[src/rtl/rsq_pkg.sv]
`timescale 1ns/1ps
// Shared definitions for the reset sequencer.
// Assumes: nothing; holds only types and default sizes.
package rsq_pkg;
    localparam int unsigned DEF_SLOW_DIV    = 512;
    localparam int unsigned DEF_FETCH_TICKS = 10;
    localparam int unsigned DEF_SYNC_STAGES = 2;

    typedef enum logic [1:0] {
        SEQ_HOLD  = 2'd0,
        SEQ_COUNT = 2'd1,
        SEQ_RUN   = 2'd2
    } seq_state_e;
endpackage

[src/rtl/rsq_rst_sync.sv]
`timescale 1ns/1ps
// Reset synchronizer: asserts the internal reset as soon as the pin goes low
// and releases it after STAGES rising edges with the pin high.
// Assumes: STAGES >= 2; the pin may change at any time relative to clk.
module rsq_rst_sync #(
    parameter int unsigned STAGES = 2
) (
    input  logic clk,
    input  logic pin_n,
    output logic rst_n
);
    logic [STAGES-1:0] chain;

    // Shift ones in while the pin is high; clear at once when it drops.
    always_ff @(posedge clk or negedge pin_n) begin
        if (!pin_n) begin
            chain <= '0;
        end else begin
            chain <= {chain[STAGES-2:0], 1'b1};
        end
    end

    assign rst_n = chain[STAGES-1];
endmodule

[src/rtl/rsq_slow_div.sv]
`timescale 1ns/1ps
// Slow-clock enable generator: a one-cycle tick every DIV clock cycles,
// phase-aligned to the release of the internal reset.
// Assumes: DIV >= 2; rst_n is the synchronized, active-low internal reset.
module rsq_slow_div #(
    parameter int unsigned DIV = 512
) (
    input  logic clk,
    input  logic rst_n,
    output logic tick
);
    localparam int unsigned CW = (DIV > 2) ? $clog2(DIV) : 1;
    localparam logic [CW-1:0] LAST = CW'(DIV - 1);

    logic [CW-1:0] cnt;

    // Count oscillator cycles, wrapping after the last one of each period.
    always_ff @(posedge clk) begin
        if (!rst_n) begin
            cnt <= '0;
        end else if (cnt == LAST) begin
            cnt <= '0;
        end else begin
            cnt <= cnt + 1'b1;
        end
    end

    assign tick = rst_n && (cnt == LAST);

    // a tick never lasts more than a single cycle.
    p_tick_single_r2: assert property (@(posedge clk) disable iff (!rst_n)
        tick |=> !tick);
endmodule

[src/rtl/rsq_boot_fsm.sv]
`timescale 1ns/1ps
// Boot sequencer: after the internal reset releases, counts FETCH_TICKS
// slow ticks, then releases the core and allows fetch. Selects the slow
// clock until the fast clock is requested while the core runs.
// Assumes: rst_n is synchronized; tick is a single-cycle pulse.
module rsq_boot_fsm
    import rsq_pkg::*;
#(
    parameter int unsigned FETCH_TICKS = 10
) (
    input  logic clk,
    input  logic rst_n,
    input  logic tick,
    input  logic fast_req,
    output logic core_rst_n,
    output logic fetch_en,
    output logic slow_sel
);
    localparam int unsigned TW = $clog2(FETCH_TICKS + 1);
    localparam logic [TW-1:0] TLAST = TW'(FETCH_TICKS - 1);

    seq_state_e    state;
    logic [TW-1:0] tcnt;
    logic          run_ok;

    // Advance hold -> count -> run; count slow ticks in the count state.
    always_ff @(posedge clk) begin
        if (!rst_n) begin
            state <= SEQ_HOLD;
            tcnt  <= '0;
        end else begin
            case (state)
                SEQ_HOLD: state <= SEQ_COUNT;
                SEQ_COUNT: begin
                    if (tick) begin
                        if (tcnt == TLAST) begin
                            state <= SEQ_RUN;
                        end else begin
                            tcnt <= tcnt + 1'b1;
                        end
                    end
                end
                SEQ_RUN: state <= SEQ_RUN;
                default: state <= SEQ_HOLD;
            endcase
        end
    end

    // Keep the slow clock until a fast request arrives with the core running.
    always_ff @(posedge clk) begin
        if (!rst_n) begin
            slow_sel <= 1'b1;
        end else if (state == SEQ_RUN && fast_req) begin
            slow_sel <= 1'b0;
        end
    end

    assign run_ok     = rst_n && (state == SEQ_RUN);
    assign core_rst_n = run_ok;
    assign fetch_en   = run_ok;

    // the core is only released in the cycle after a slow tick.
    p_release_on_tick_r4: assert property (@(posedge clk) disable iff (!rst_n)
        $rose(core_rst_n) |-> $past(tick));

    // the tick counter stays inside its range.
    p_count_bound_r4: assert property (@(posedge clk) disable iff (!rst_n)
        tcnt <= TLAST);

    // the slow clock stays selected until the run state.
    p_slow_until_run_r3: assert property (@(posedge clk) disable iff (!rst_n)
        (state != SEQ_RUN) |-> slow_sel);
endmodule

[src/rtl/rsq_remap_reg.sv]
`timescale 1ns/1ps
// Remap bit: follows the boot strap while the internal reset is active,
// which captures the strap on the release edge, then accepts writes only
// while the core runs.
// Assumes: boot_sel is stable around the release edge.
module rsq_remap_reg (
    input  logic clk,
    input  logic rst_n,
    input  logic wr_allow,
    input  logic boot_sel,
    input  logic wr_en,
    input  logic wr_bit,
    output logic remap
);
    // Seed from the strap in reset; take permitted writes afterwards.
    always_ff @(posedge clk) begin
        if (!rst_n) begin
            remap <= boot_sel;
        end else if (wr_allow && wr_en) begin
            remap <= wr_bit;
        end
    end

    // a permitted write lands in the bit.
    p_wr_applies_r6: assert property (@(posedge clk) disable iff (!rst_n)
        (wr_allow && wr_en) |=> (remap == $past(wr_bit)));

    // with writes blocked, the bit holds after the release edge.
    p_wr_blocked_r7: assert property (@(posedge clk) disable iff (!rst_n)
        (!wr_allow && $past(rst_n)) |=> $stable(remap));
endmodule

[src/rtl/rst_boot_seq.sv]
`timescale 1ns/1ps
// Reset sequencer top: synchronizes the reset pin, runs the slow clock
// enable, delays the first fetch and owns the address-zero remap bit.
// Assumes: single oscillator clock domain; the pin is asynchronous.
module rst_boot_seq
    import rsq_pkg::*;
#(
    parameter int unsigned SLOW_DIV    = DEF_SLOW_DIV,
    parameter int unsigned FETCH_TICKS = DEF_FETCH_TICKS,
    parameter int unsigned SYNC_STAGES = DEF_SYNC_STAGES
) (
    input  logic clk_osc,
    input  logic rst_pin_n,
    input  logic boot_sel,
    input  logic fast_req,
    input  logic reg_wr_en,
    input  logic reg_wr_bit,
    output logic clk_en,
    output logic clk_slow,
    output logic core_rst_n,
    output logic fetch_en,
    output logic remap
);
    logic sys_rst_n;
    logic slow_tick;
    logic slow_sel;
    logic core_run_n;

    rsq_rst_sync #(.STAGES(SYNC_STAGES)) u_sync (
        .clk   (clk_osc),
        .pin_n (rst_pin_n),
        .rst_n (sys_rst_n)
    );

    rsq_slow_div #(.DIV(SLOW_DIV)) u_div (
        .clk   (clk_osc),
        .rst_n (sys_rst_n),
        .tick  (slow_tick)
    );

    rsq_boot_fsm #(.FETCH_TICKS(FETCH_TICKS)) u_fsm (
        .clk        (clk_osc),
        .rst_n      (sys_rst_n),
        .tick       (slow_tick),
        .fast_req   (fast_req),
        .core_rst_n (core_run_n),
        .fetch_en   (fetch_en),
        .slow_sel   (slow_sel)
    );

    rsq_remap_reg u_remap (
        .clk      (clk_osc),
        .rst_n    (sys_rst_n),
        .wr_allow (core_run_n),
        .boot_sel (boot_sel),
        .wr_en    (reg_wr_en),
        .wr_bit   (reg_wr_bit),
        .remap    (remap)
    );

    assign core_rst_n = core_run_n;
    assign clk_slow   = slow_sel;
    assign clk_en     = slow_sel ? slow_tick : 1'b1;
endmodule

[config.mk]
export PLATFORM = sky130hd
export DESIGN_NAME = rst_boot_seq
export DESIGN_NICKNAME = d
export VERILOG_FILES = /design/src/rtl/rsq_pkg.sv /design/src/rtl/rsq_rst_sync.sv /design/src/rtl/rsq_slow_div.sv /design/src/rtl/rsq_boot_fsm.sv /design/src/rtl/rsq_remap_reg.sv /design/src/rtl/rst_boot_seq.sv
export SDC_FILE = /design/constraint.sdc
export NUM_CORES = 1
export LEC_CHECK = 0
export BUFFER_PORTS_ARGS = -buffer_cell sky130_fd_sc_hd__buf_2
export CAP_MARGIN = 20
export CORE_MARGIN = 1
export CORE_UTILIZATION = 54
export CTS_CLUSTER_SIZE = 40
export DETAILED_ROUTE_END_ITERATION = 10
export PLACE_DENSITY = 0.75
export SLEW_MARGIN = 10
export SYNTH_ARGS = -nofsm -noshare
export SYNTH_HDL_FRONTEND = slang
export SYNTH_HIERARCHICAL = 1
export SYNTH_SLANG_ARGS = --single-unit
[constraint.sdc]
create_clock -name clk_osc -period 2.2 [get_ports clk_osc]
set_input_delay 0.22 -clock clk_osc [delete_from_list [all_inputs] [get_ports clk_osc]]
set_output_delay 0.22 -clock clk_osc [all_outputs]
set_load 0.05 [all_outputs]
==> impl_metrics.ini, run 1 <==
[worst_setup_path]
critical_path_class = register to output pin
worstPathMaxFanout = 4
element_type_at_the_critical_path_end = output pin
startpoint_type = register
critical_path.max_stage_delay_ns = 0.37
worst_path_max_delay_cell = sky130_fd_sc_hd__dfxtp_2
critPathMostFrequentCell = sky130_fd_sc_hd__ha_2
worst-endpoint-arrival_ns = 1.88
cp_data_required_time_ns = 1.98
critical_path.cell_chain = ha_2, nand3_2, nor3_4, ha_2, and2_4, nand2b_1, buf_6

[layout]
layout.cells.most_common = sky130_fd_sc_hd__dfxtp_1
post_route_cells_drive_above_1_share_pct = 25.2
number_of_nets_in_the_final_layout = 121
antenna_cells_inserted = 0
final_cells = 123
mostFrequentLayoutCells = 14 x sky130_fd_sc_hd__dfxtp_1, 9 x sky130_fd_sc_hd__buf_2, 9 x sky130_fd_sc_hd__nand2_1, 6 x sky130_fd_sc_hd__inv_1, 6 x sky130_fd_sc_hd__o21ai_0
final_area_um2 = 1020
layout-area-overhead-vs-synth_pct = 16.8

[synthesis]
synth.yosys.warnings = 6
mappedNetlistNets = 104
number_of_synthesized_register_bits = 19
synth.lib_cells_used.distinct = 30
syn_area_um2 = 871
synth_seq_area_share_pct = 46.0
synthesis.area_per_instance_um2 = 9.57
postSynthCellCount = 91

[pwr]
highest_ir_drop_seen_on_vdd_mv = 0.633
power-per-cell-area_nw_per_um2 = 742
p_leak_nw = 0.444

[timing]
hold_slack_ns = 0.184
hold_violations = 0
fin_ws_ns = 0.103
skew_ns = 0.00229
max_freq_mhz = 477
min_period_over_period_pct = 95.3
final-setup-viol-count = 0
fin_crit_ns = 2.10
report.final.slew_viol_count = 0

[route]
routed_via_density = 5.44
drtPass1Iterations = 4
route.final.wire_length_um = 1420
initialDrtViolationCount = 13
drc_errors = 0
dr_total_vias = 669
routedWlPerCell_um = 11.6
drtAntennaViolNets = 0

[floorplanning]
boundaryPins = 11
floorplan.die.width_um = 42.2
start_util_pct = 57.8
fp-row-count = 14
die_span_in_y_um = 42.2
coreArea_um2 = 1510
design.die.area_um2 = 1780

[job]
cap_viol_max_count = 0

[clock_tree]
clk_pin_slew_worst_paths_ns = 0.11
clockRootBuffer = sky130_fd_sc_hd__clkbuf_4
cts-root-to-sink-buffers = 2
clkSinkCount = 19
tritoncts.num_buffers = 3
clock_insertion_delay_worst_skew_ns = 0.29
cts-htree-levels = 1
tritoncts = yes

[global_route]
globalRouteOverflowTotal = 0
groute.layer.met1.usage_pct = 19.6
fraction_of_met3_tracks_used_by_global_routing_pct = 2.59
grt_pass1_wl_um = 2410
groute.layer.met2.usage_pct = 34.1
grt_pass1_vias = 619
largest_net_degree_at_the_start_of_global_routing = 16
grtUsageTotal_pct = 17.9
grt.busiest_layer = met2
grt_antenna_before_repair = 0

[place]
finalWeightedCongestion = 0.740
place_inst = 116
dp_hpwl_um = 992
numPortBuffers = 10
preCtsSetupSlack_ns = 0.175
placed_cell_area_um2 = 937

[run_status]
status = completed

[hold_path]
hold_class = input port to register
registers in the layout, indices dropped and copies added, names as in the netlist:
| signal | count |
|---|---|
| u_fsm/slow_sel | 1 |
| u_remap/remap | 1 |
| u_fsm/state | 2 |
| u_fsm/tcnt | 4 |
| u_div/cnt | 9 |
| u_sync/chain | 2 |
kinds of logic after synthesis:
family                     after synthesis  share of synthesized area [%]
other                                    1                          0.431
muxes                                    3                           4.02
xor gates and xnor gates                 3                           3.02
AOI/OAI and AO/OA                       15                           10.9
DFF                                     19                           46.0
and+or+nand+nor                         35                           21.7
buffers and inverters                    8                           3.88
adders and majority gates                7                           10.1
stage by stage:
step                setup TNS [ns]  total power, mW  utilization (%)
finish                           0            0.755             67.5
global route               -0.0144            0.802             67.5
CTS                              0            0.764             65.5
detailed placement               0            0.581             62.2
global placement                 0            0.575             62.2
floorplan                        0            0.545                -
cell type report:
class	count	area [µm²]
clock buffer	3	22.5
tap	16	20.0
timing repair buffer	14	88.8
multi-input combinational	64	455
clock inverter	1	5.00
inverter	6	22.5
sequential	19	403
fill	119	489
critical path: cells and delay by family, from the launching register on:
family / cells / cell delay, ns
AND/OR/NAND/NOR: 4 / 0.63
adder cells (fa/ha/maj): 2 / 0.41
flip-flops: 1 / 0.37
buffers and inverters: 1 / 0.16
where the power goes:
group / internal (mW) / switching, mW
Clock: 0.0676 / 0.109
Combinational: 0.0692 / 0.113
Sequential: 0.376 / 0.0205
Total: 0.513 / 0.242
Yosys cell counts:
master | instances | area [µm²]
sky130_fd_sc_hd__conb_1 | 1 | 3.75
sky130_fd_sc_hd__xor2_1 | 1 | 8.76
sky130_fd_sc_hd__dfrtp_1 | 2 | 50.1
sky130_fd_sc_hd__nand3_1 | 5 | 25.0
sky130_fd_sc_hd__buf_4 | 1 | 7.51
sky130_fd_sc_hd__a21bo_2 | 1 | 10.0
sky130_fd_sc_hd__dfxtp_1 | 16 | 320
sky130_fd_sc_hd__nand2_1 | 9 | 33.8
sky130_fd_sc_hd__and2_1 | 4 | 25.0
sky130_fd_sc_hd__and3b_4 | 1 | 12.5
sky130_fd_sc_hd__o311a_1 | 1 | 10.0
sky130_fd_sc_hd__a21oi_1 | 3 | 15.0
sky130_fd_sc_hd__edfxtp_1 | 1 | 30.0
sky130_fd_sc_hd__o31ai_1 | 1 | 7.51
sky130_fd_sc_hd__nor3_1 | 1 | 5.00
sky130_fd_sc_hd__a21boi_1 | 2 | 15.0
sky130_fd_sc_hd__inv_1 | 6 | 22.5
sky130_fd_sc_hd__nor2b_1 | 1 | 6.26
sky130_fd_sc_hd__nand2b_1 | 3 | 18.8
sky130_fd_sc_hd__nand3_2 | 1 | 10.0
sky130_fd_sc_hd__nor2_1 | 4 | 15.0
sky130_fd_sc_hd__mux2_4 | 1 | 15.0
sky130_fd_sc_hd__ha_1 | 7 | 87.6
sky130_fd_sc_hd__a21boi_0 | 1 | 7.51
sky130_fd_sc_hd__o21ai_0 | 6 | 30.0
sky130_fd_sc_hd__clkbuf_1 | 1 | 3.75
sky130_fd_sc_hd__or3_1 | 5 | 31.3
sky130_fd_sc_hd__mux2i_1 | 2 | 20.0
sky130_fd_sc_hd__nand4_1 | 1 | 6.26
sky130_fd_sc_hd__xnor2_1 | 2 | 17.5
path summary, 6_finish.rpt:
path                       depth (start not counted)                     endpoint  slack [ns]                 startpoint
max                                                7                       clk_en        0.10    u_div/cnt[0]$_SDFF_PP0_
min                                                4  u_fsm/slow_sel$_SDFFE_PN1P_        0.18                   fast_req
max reg2reg                                        8   u_fsm/tcnt[3]$_SDFFE_PN0P_        0.23    u_div/cnt[0]$_SDFF_PP0_
min reg2reg                                        0    u_sync/chain[1]$_DFF_PN0_        0.38  u_sync/chain[0]$_DFF_PN0_
max in group asynchronous                          2    u_sync/chain[1]$_DFF_PN0_        1.89                  rst_pin_n
min in group asynchronous                          2    u_sync/chain[0]$_DFF_PN0_        0.22                  rst_pin_n
per-layer routing:
metal	vias to the layer above	routed length, µm
met5	-	0
met4	0	13
met3	2	50
met2	14	714
met1	311	643
li1	342	-
repair_timing:
action                                  CTS  global route
endpoints found under the hold margin     2             0
buffers inserted                          0             2
resized for setup                         4             6
pin swaps                                 0             2
hold buffers                              1             0
cloned                                    0             0
endpoints found under the setup margin    1             2
(Power assumes the default switching activity.)
==> run 2, diff against run 1 <==
--- a/config.mk
+++ b/config.mk
@@ -11,6 +11,7 @@
 export CORE_UTILIZATION = 54
 export CTS_CLUSTER_SIZE = 40
 export DETAILED_ROUTE_END_ITERATION = 10
+export HOLD_SLACK_MARGIN = 0.08
 export PLACE_DENSITY = 0.75
 export SLEW_MARGIN = 10
 export SYNTH_ARGS = -nofsm -noshare
==> constraint.sdc (replaced) <==
create_clock -name clk_osc -period 1.95 [get_ports clk_osc]
set_input_delay 0.195 -clock clk_osc [delete_from_list [all_inputs] [get_ports clk_osc]]
set_output_delay 0.195 -clock clk_osc [all_outputs]
set_load 0.05 [all_outputs]
==> run 2 against run 1 <==
  * Die area unchanged
  * First-iteration DRC count down 46%
  * Clock skew rose by 0.0037 ns
  * Via count down 1.2%
  * Register-to-register slack worse by 0.08 ns
  * Power rose by 15%
  * Clock-buffer cell count stayed put
  * Clock power grew 14%
  * Utilization grew 3.7 points
  * Combinational power up 20%
  * Sequential share of layout area decreased by 1.8 points
==> impl_metrics.ini, run 2 (synthesis results as in run 1) <==
[clock_tree]
clock_insertion_delay_worst_skew_ns = 0.30
clk_pin_slew_worst_paths_ns = 0.11
clkSinkCount = 19
tritoncts = yes
cts-root-to-sink-buffers = 2
cts-htree-levels = 1
tritoncts.num_buffers = 3
clockRootBuffer = sky130_fd_sc_hd__clkbuf_4

[layout]
register_area_um2 = 405
multi_input_comb_area_um2 = 474
layout.cells.most_common = sky130_fd_sc_hd__dfxtp_1
post_route_core_utilization_pct = 71.2
number_of_nets_in_the_final_layout = 125
registers_with_the_most_flip_flops = u_div/cnt: 9 flops, u_fsm/tcnt: 4 flops
final_cells = 127
largest_reg_flops = 9
top_register = u_div/cnt
fillers = 104
post_route_cells_drive_above_1_share_pct = 28.8
antenna_cells_inserted = 0
mostFrequentLayoutCells = 14 x sky130_fd_sc_hd__dfxtp_1, 9 x sky130_fd_sc_hd__buf_2, 9 x sky130_fd_sc_hd__nand2_1, 7 x sky130_fd_sc_hd__buf_4
final_area_um2 = 1070
layout-area-overhead-vs-synth_pct = 23.1

[timing]
final-setup-viol-count = 0
hold_violations = 0
min_period_over_period_pct = 98.1
hold_slack_ns = 0.155
fin_crit_ns = 1.91
skew_ns = 0.00602
rsz0062_at_grt = yes
fin_ws_ns = 0.0373
max_freq_mhz = 523
report.final.slew_viol_count = 0

[route]
initialDrtViolationCount = 7
drtPass1Iterations = 3
drc_errors = 0
routedWlPerCell_um = 11.4
route.final.wire_length_um = 1450
drtAntennaViolNets = 0
dr_total_vias = 661
routed_via_density = 5.20

[hold_path]
hold_class = input port to register

[worst_setup_path]
ff2ff_setup_slack_ns = 0.15
startpoint_type = register
critical_path_class = register to output pin
worst-endpoint-arrival_ns = 1.72
cp_data_required_time_ns = 1.75
critical_path.cell_chain = ha_4, nand3_4, nor3_2, ha_2, and2_4, nand2b_4, buf_8
worstPathMaxFanout = 4
critical_path.max_stage_delay_ns = 0.38
worst_path_max_delay_cell = sky130_fd_sc_hd__dfxtp_4
element_type_at_the_critical_path_end = output pin

[place]
numPortBuffers = 10
dp_hpwl_um = 1020
finalWeightedCongestion = 0.760
preCtsSetupSlack_ns = -0.0212
place_inst = 117
placed_cell_area_um2 = 945

[job]
cap_viol_max_count = 0

[pwr]
highest_ir_drop_seen_on_vdd_mv = 0.653
clock_power_share_pct = 23.0
combPwrFrac_pct = 25.1
swShare_pct = 32.3
power_report.internal_total_mw = 0.590
power-per-cell-area_nw_per_um2 = 812
sequentialPowerShare_pct = 51.9
switchingPower_mw = 0.281
p_leak_nw = 0.450

[run_status]
status = completed

[floorplanning]
design.die.area_um2 = 1780
die_span_in_y_um = 42.2
boundaryPins = 11
floorplan.die.width_um = 42.2
coreArea_um2 = 1510
start_util_pct = 57.8
fp-row-count = 14

[global_route]
grtUsageTotal_pct = 18.9
grt_antenna_before_repair = 0
grt_pass1_wl_um = 2460
grt_pass1_vias = 593
largest_net_degree_at_the_start_of_global_routing = 12
globalRouteOverflowTotal = 0
[run 2: cell count changes in the layout (fill, tap and decap cells not counted), sizes merged]
cell  before  now
buf       13   17
[run 2: layout make-up]
type	instances	area share, %
clock inverter	1	0.467
inverter	6	2.10
tap	16	1.87
timing repair buffer	18	11.4
clock buffer	3	2.10
sequential	19	37.8
multi-input combinational	64	44.2
[run 2: power by group through the flow]
stage               registers, mW  clock network (mW)  logic (mW)
floorplan                   0.469                   0       0.147
global placement            0.456                   0       0.194
detailed placement          0.457                   0       0.198
CTS                         0.449               0.208       0.213
global route                0.456               0.218       0.240
finish                      0.452               0.200       0.219
[run 2: worst max-delay path, delay by kind of cell (launching register included)]
family,cells,cell delay [ns]
and+or+nand+nor,4,0.55
DFF,1,0.38
adders and majority gates,2,0.36
buffers and inverters,1,0.14
[run 2: path summary, 6_finish.rpt]
check / from / end / cells after the start
max: u_div/cnt[1]$_SDFF_PP0_ / clk_en / 7
min: fast_req / u_fsm/slow_sel$_SDFFE_PN1P_ / 4
max reg2reg: u_div/cnt[1]$_SDFF_PP0_ / u_fsm/tcnt[3]$_SDFFE_PN0P_ / 8
min in group asynchronous: rst_pin_n / u_sync/chain[0]$_DFF_PN0_ / 2
min reg2reg: u_sync/chain[0]$_DFF_PN0_ / u_sync/chain[1]$_DFF_PN0_ / 0
max in group asynchronous: rst_pin_n / u_sync/chain[1]$_DFF_PN0_ / 2
[run 2: routing by layer]
metal	track usage, %	part of all wire (%)	routed length, µm
met4	15.0	3.4	49
met1	23.0	48	692
met5	0	0	0
met2	29.1	46	668
met3	3.88	2.9	42
[run 2: timing repair]
item,CTS,global route
hold buffers,1,0
endpoints found under the setup margin,3,2
pin swaps,1,3
hold endpoints to repair,2,0
gates resized for setup,9,5
setup buffers,2,3
[run 2: through the flow]
stage | TNS, ns | power [mW]
2_1_floorplan | 0 | 0.615
3_3_place_gp | 0 | 0.650
3_5_place_dp | -0.0212 | 0.655
4_1_cts | 0 | 0.871
5_1_grt | -0.0382 | 0.915
6_report | 0 | 0.871
==> run 3, diff against run 2 <==
--- a/config.mk
+++ b/config.mk
@@ -7,12 +7,13 @@
 export LEC_CHECK = 0
 export BUFFER_PORTS_ARGS = -buffer_cell sky130_fd_sc_hd__buf_2
 export CAP_MARGIN = 20
+export CORE_ASPECT_RATIO = 1.2
 export CORE_MARGIN = 1
 export CORE_UTILIZATION = 54
 export CTS_CLUSTER_SIZE = 40
 export DETAILED_ROUTE_END_ITERATION = 10
 export HOLD_SLACK_MARGIN = 0.08
-export PLACE_DENSITY = 0.75
+export PLACE_DENSITY_LB_ADDON = 0.15
 export SLEW_MARGIN = 10
 export SYNTH_ARGS = -nofsm -noshare
 export SYNTH_HDL_FRONTEND = slang
==> run 3 against run 2 <==
  * Hold slack better by 0.039 ns
  * Non-clock buffer count down 1
  * Wire length up 19%
  * Fmax down 0.46%
  * Worst setup slack worse by 0.0089 ns
  * Power up 2.4%
  * Combinational power up 9%
  * First-iteration DRC count up 140%
  * Clock skew down 0.0051 ns
  * Clock power about the same
  * Utilization up 1.8 points
  * Largest cell class unchanged
  * Largest power group unchanged
==> impl_metrics.ini, run 3 (synthesis results as in run 1) <==
[global_route]
grt_antenna_before_repair = 0
globalRouteOverflowTotal = 0
grt_pass1_vias = 583
grt_pass1_wl_um = 2440
largest_net_degree_at_the_start_of_global_routing = 16
grtUsageTotal_pct = 20.7

[place]
finalWeightedCongestion = 0.647
preCtsSetupSlack_ns = 0.0273
place_inst = 119
dp_hpwl_um = 1090
numPortBuffers = 10

[run_status]
status = completed

[pwr]
highest_ir_drop_seen_on_vdd_mv = 0.644
power-per-cell-area_nw_per_um2 = 835
p_leak_nw = 0.459

[worst_setup_path]
worstPathMaxFanout = 4
crit_start = u_div/cnt[1]$_SDFF_PP0_
r2r-end = u_fsm/tcnt[3]$_SDFFE_PN0P_
worst_path_max_delay_cell = sky130_fd_sc_hd__dfxtp_2
ff2ff_setup_slack_ns = 0.12
critical_path.cell_chain = ha_4, nand3_4, nor3_4, ha_2, and2_4, nand2b_4, buf_8
ff2ff_path_depth = 8
worst-endpoint-arrival_ns = 1.73
critical_path.max_stage_delay_ns = 0.38
startpoint_type = register
worst_r2r_startpoint = u_div/cnt[1]$_SDFF_PP0_
element_type_at_the_critical_path_end = output pin
critical_path_class = register to output pin
critPathTopFamily = simple AND/OR/NAND/NOR gates
worstSetupEndpoint = clk_en
cp_data_required_time_ns = 1.75
worstPathBufferInverterCount = 1
path_depth = 7

[clock_tree]
clkSinkCount = 19
tritoncts = yes
clk_pin_slew_worst_paths_ns = 0.11
tritoncts.num_buffers = 3
clock_insertion_delay_worst_skew_ns = 0.30
cts-htree-levels = 1
cts-root-to-sink-buffers = 2
clockRootBuffer = sky130_fd_sc_hd__clkbuf_4

[layout]
largest_reg_flops = 9
mostFrequentLayoutCells = 14 x sky130_fd_sc_hd__dfxtp_1, 9 x sky130_fd_sc_hd__buf_2, 9 x sky130_fd_sc_hd__nand2_1
top_register = u_div/cnt
layout.cells.most_common = sky130_fd_sc_hd__dfxtp_1
fillers = 103
registers_with_the_most_flip_flops = u_div/cnt: 9 flops, u_fsm/tcnt: 4 flops
layout-area-overhead-vs-synth_pct = 22.7
multi_input_comb_area_um2 = 480
post_route_cells_drive_above_1_share_pct = 27.3
antenna_cells_inserted = 0
register_area_um2 = 403
number_of_nets_in_the_final_layout = 124
final_cells = 127

[route]
routed_via_density = 5.34
route.final.wire_length_um = 1730
drtAntennaViolNets = 0
initialDrtViolationCount = 17
routedWlPerCell_um = 13.7
drtPass1Iterations = 4
drc_errors = 0
dr_total_vias = 678

[floorplanning]
die_span_in_y_um = 46.0
design.die.area_um2 = 1780
start_util_pct = 59.5
coreArea_um2 = 1460
boundaryPins = 11
floorplan.die.width_um = 38.7
fp-row-count = 15

[timing]
fin_crit_ns = 1.92
report.final.slew_viol_count = 0
fin_setup_tns_ns = 0
fin_ws_ns = 0.0284
skew_ns = 0.000876
min_period_over_period_pct = 98.5
final-setup-viol-count = 0
hold_violations = 0
rsz0062_at_grt = yes
max_freq_mhz = 520

[job]
cap_viol_max_count = 0

[hold_path]
hold_class = input port to register
[run 3: worst min-delay path by stage]
stage | startpoint | endpoint | slack, ns | cells past startpoint
final | boot_sel | u_remap/remap$_DFFE_PP_ | 0.19 | 2
after global routing | reg_wr_bit | u_remap/remap$_DFFE_PP_ | 0.18 | 2
after CTS | fast_req | u_fsm/slow_sel$_SDFFE_PN1P_ | 0.14 | 4
after detailed placement | rst_pin_n | u_sync/chain[1]$_DFF_PN0_ | -0.02 | 1
after global placement | rst_pin_n | u_sync/chain[1]$_DFF_PN0_ | -0.02 | 1
after floorplan | rst_pin_n | u_sync/chain[0]$_DFF_PN0_ | -0.10 | 0
[run 3: worst register-to-register path: stages (launching register included)]
cell and delay [ns]:
sky130_fd_sc_hd__dfxtp_2 0.38, sky130_fd_sc_hd__ha_4 0.16, sky130_fd_sc_hd__nand3_4 0.09, sky130_fd_sc_hd__nor3_4 0.19
sky130_fd_sc_hd__ha_2 0.20, sky130_fd_sc_hd__and2_4 0.15, sky130_fd_sc_hd__nand2_1 0.11, sky130_fd_sc_hd__or3_1 0.36
sky130_fd_sc_hd__a21boi_1 0.13
[run 3: layer usage]
metal | part of all wire (%) | track usage, %
met5 | 0 | 0
met4 | 1.7 | 14.5
met3 | 1.6 | 4.41
met2 | 54 | 34.0
met1 | 43 | 23.1
[run 3: final cells by class]
| class | count | share of cell area [%] |
|---|---|---|
| clock buffer | 4 | 2.46 |
| inverter | 6 | 2.11 |
| multi-input combinational | 64 | 45.0 |
| sequential | 19 | 37.7 |
| tap | 17 | 1.99 |
| timing repair buffer | 17 | 10.8 |
[run 3: where the power goes]
part	internal (mW)	leakage (nW)	switching (mW)	total [mW]
Combinational	0.0926	0.281	0.145	0.238
Sequential	0.424	0.164	0.0284	0.452
Clock	0.0797	0.0150	0.122	0.202
Total	0.596	0.459	0.296	0.892
[run 3: per-stage QoR]
step | hold slack, ns | utilization, % | power [mW] | cell area, µm²
6_report | 0.193 | 73.0 | 0.892 | 1070
2_1_floorplan | -0.101 | - | 0.615 | 871
3_3_place_gp | -0.0206 | 65.1 | 0.656 | 953
4_1_cts | 0.138 | 69.1 | 0.873 | 1010
3_5_place_dp | -0.0191 | 65.1 | 0.667 | 953
5_1_grt | 0.180 | 73.0 | 0.934 | 1070
[run 3: what timing repair did]
| action | 4_1_cts | 5_1_grt |
|---|---|---|
| setup endpoints to repair | 1 | 2 |
| hold buffers | 1 | 0 |
| pin swaps | 0 | 4 |
| setup buffers | 0 | 3 |
| resized for setup | 8 | 6 |
| endpoints found under the hold margin | 2 | 0 |
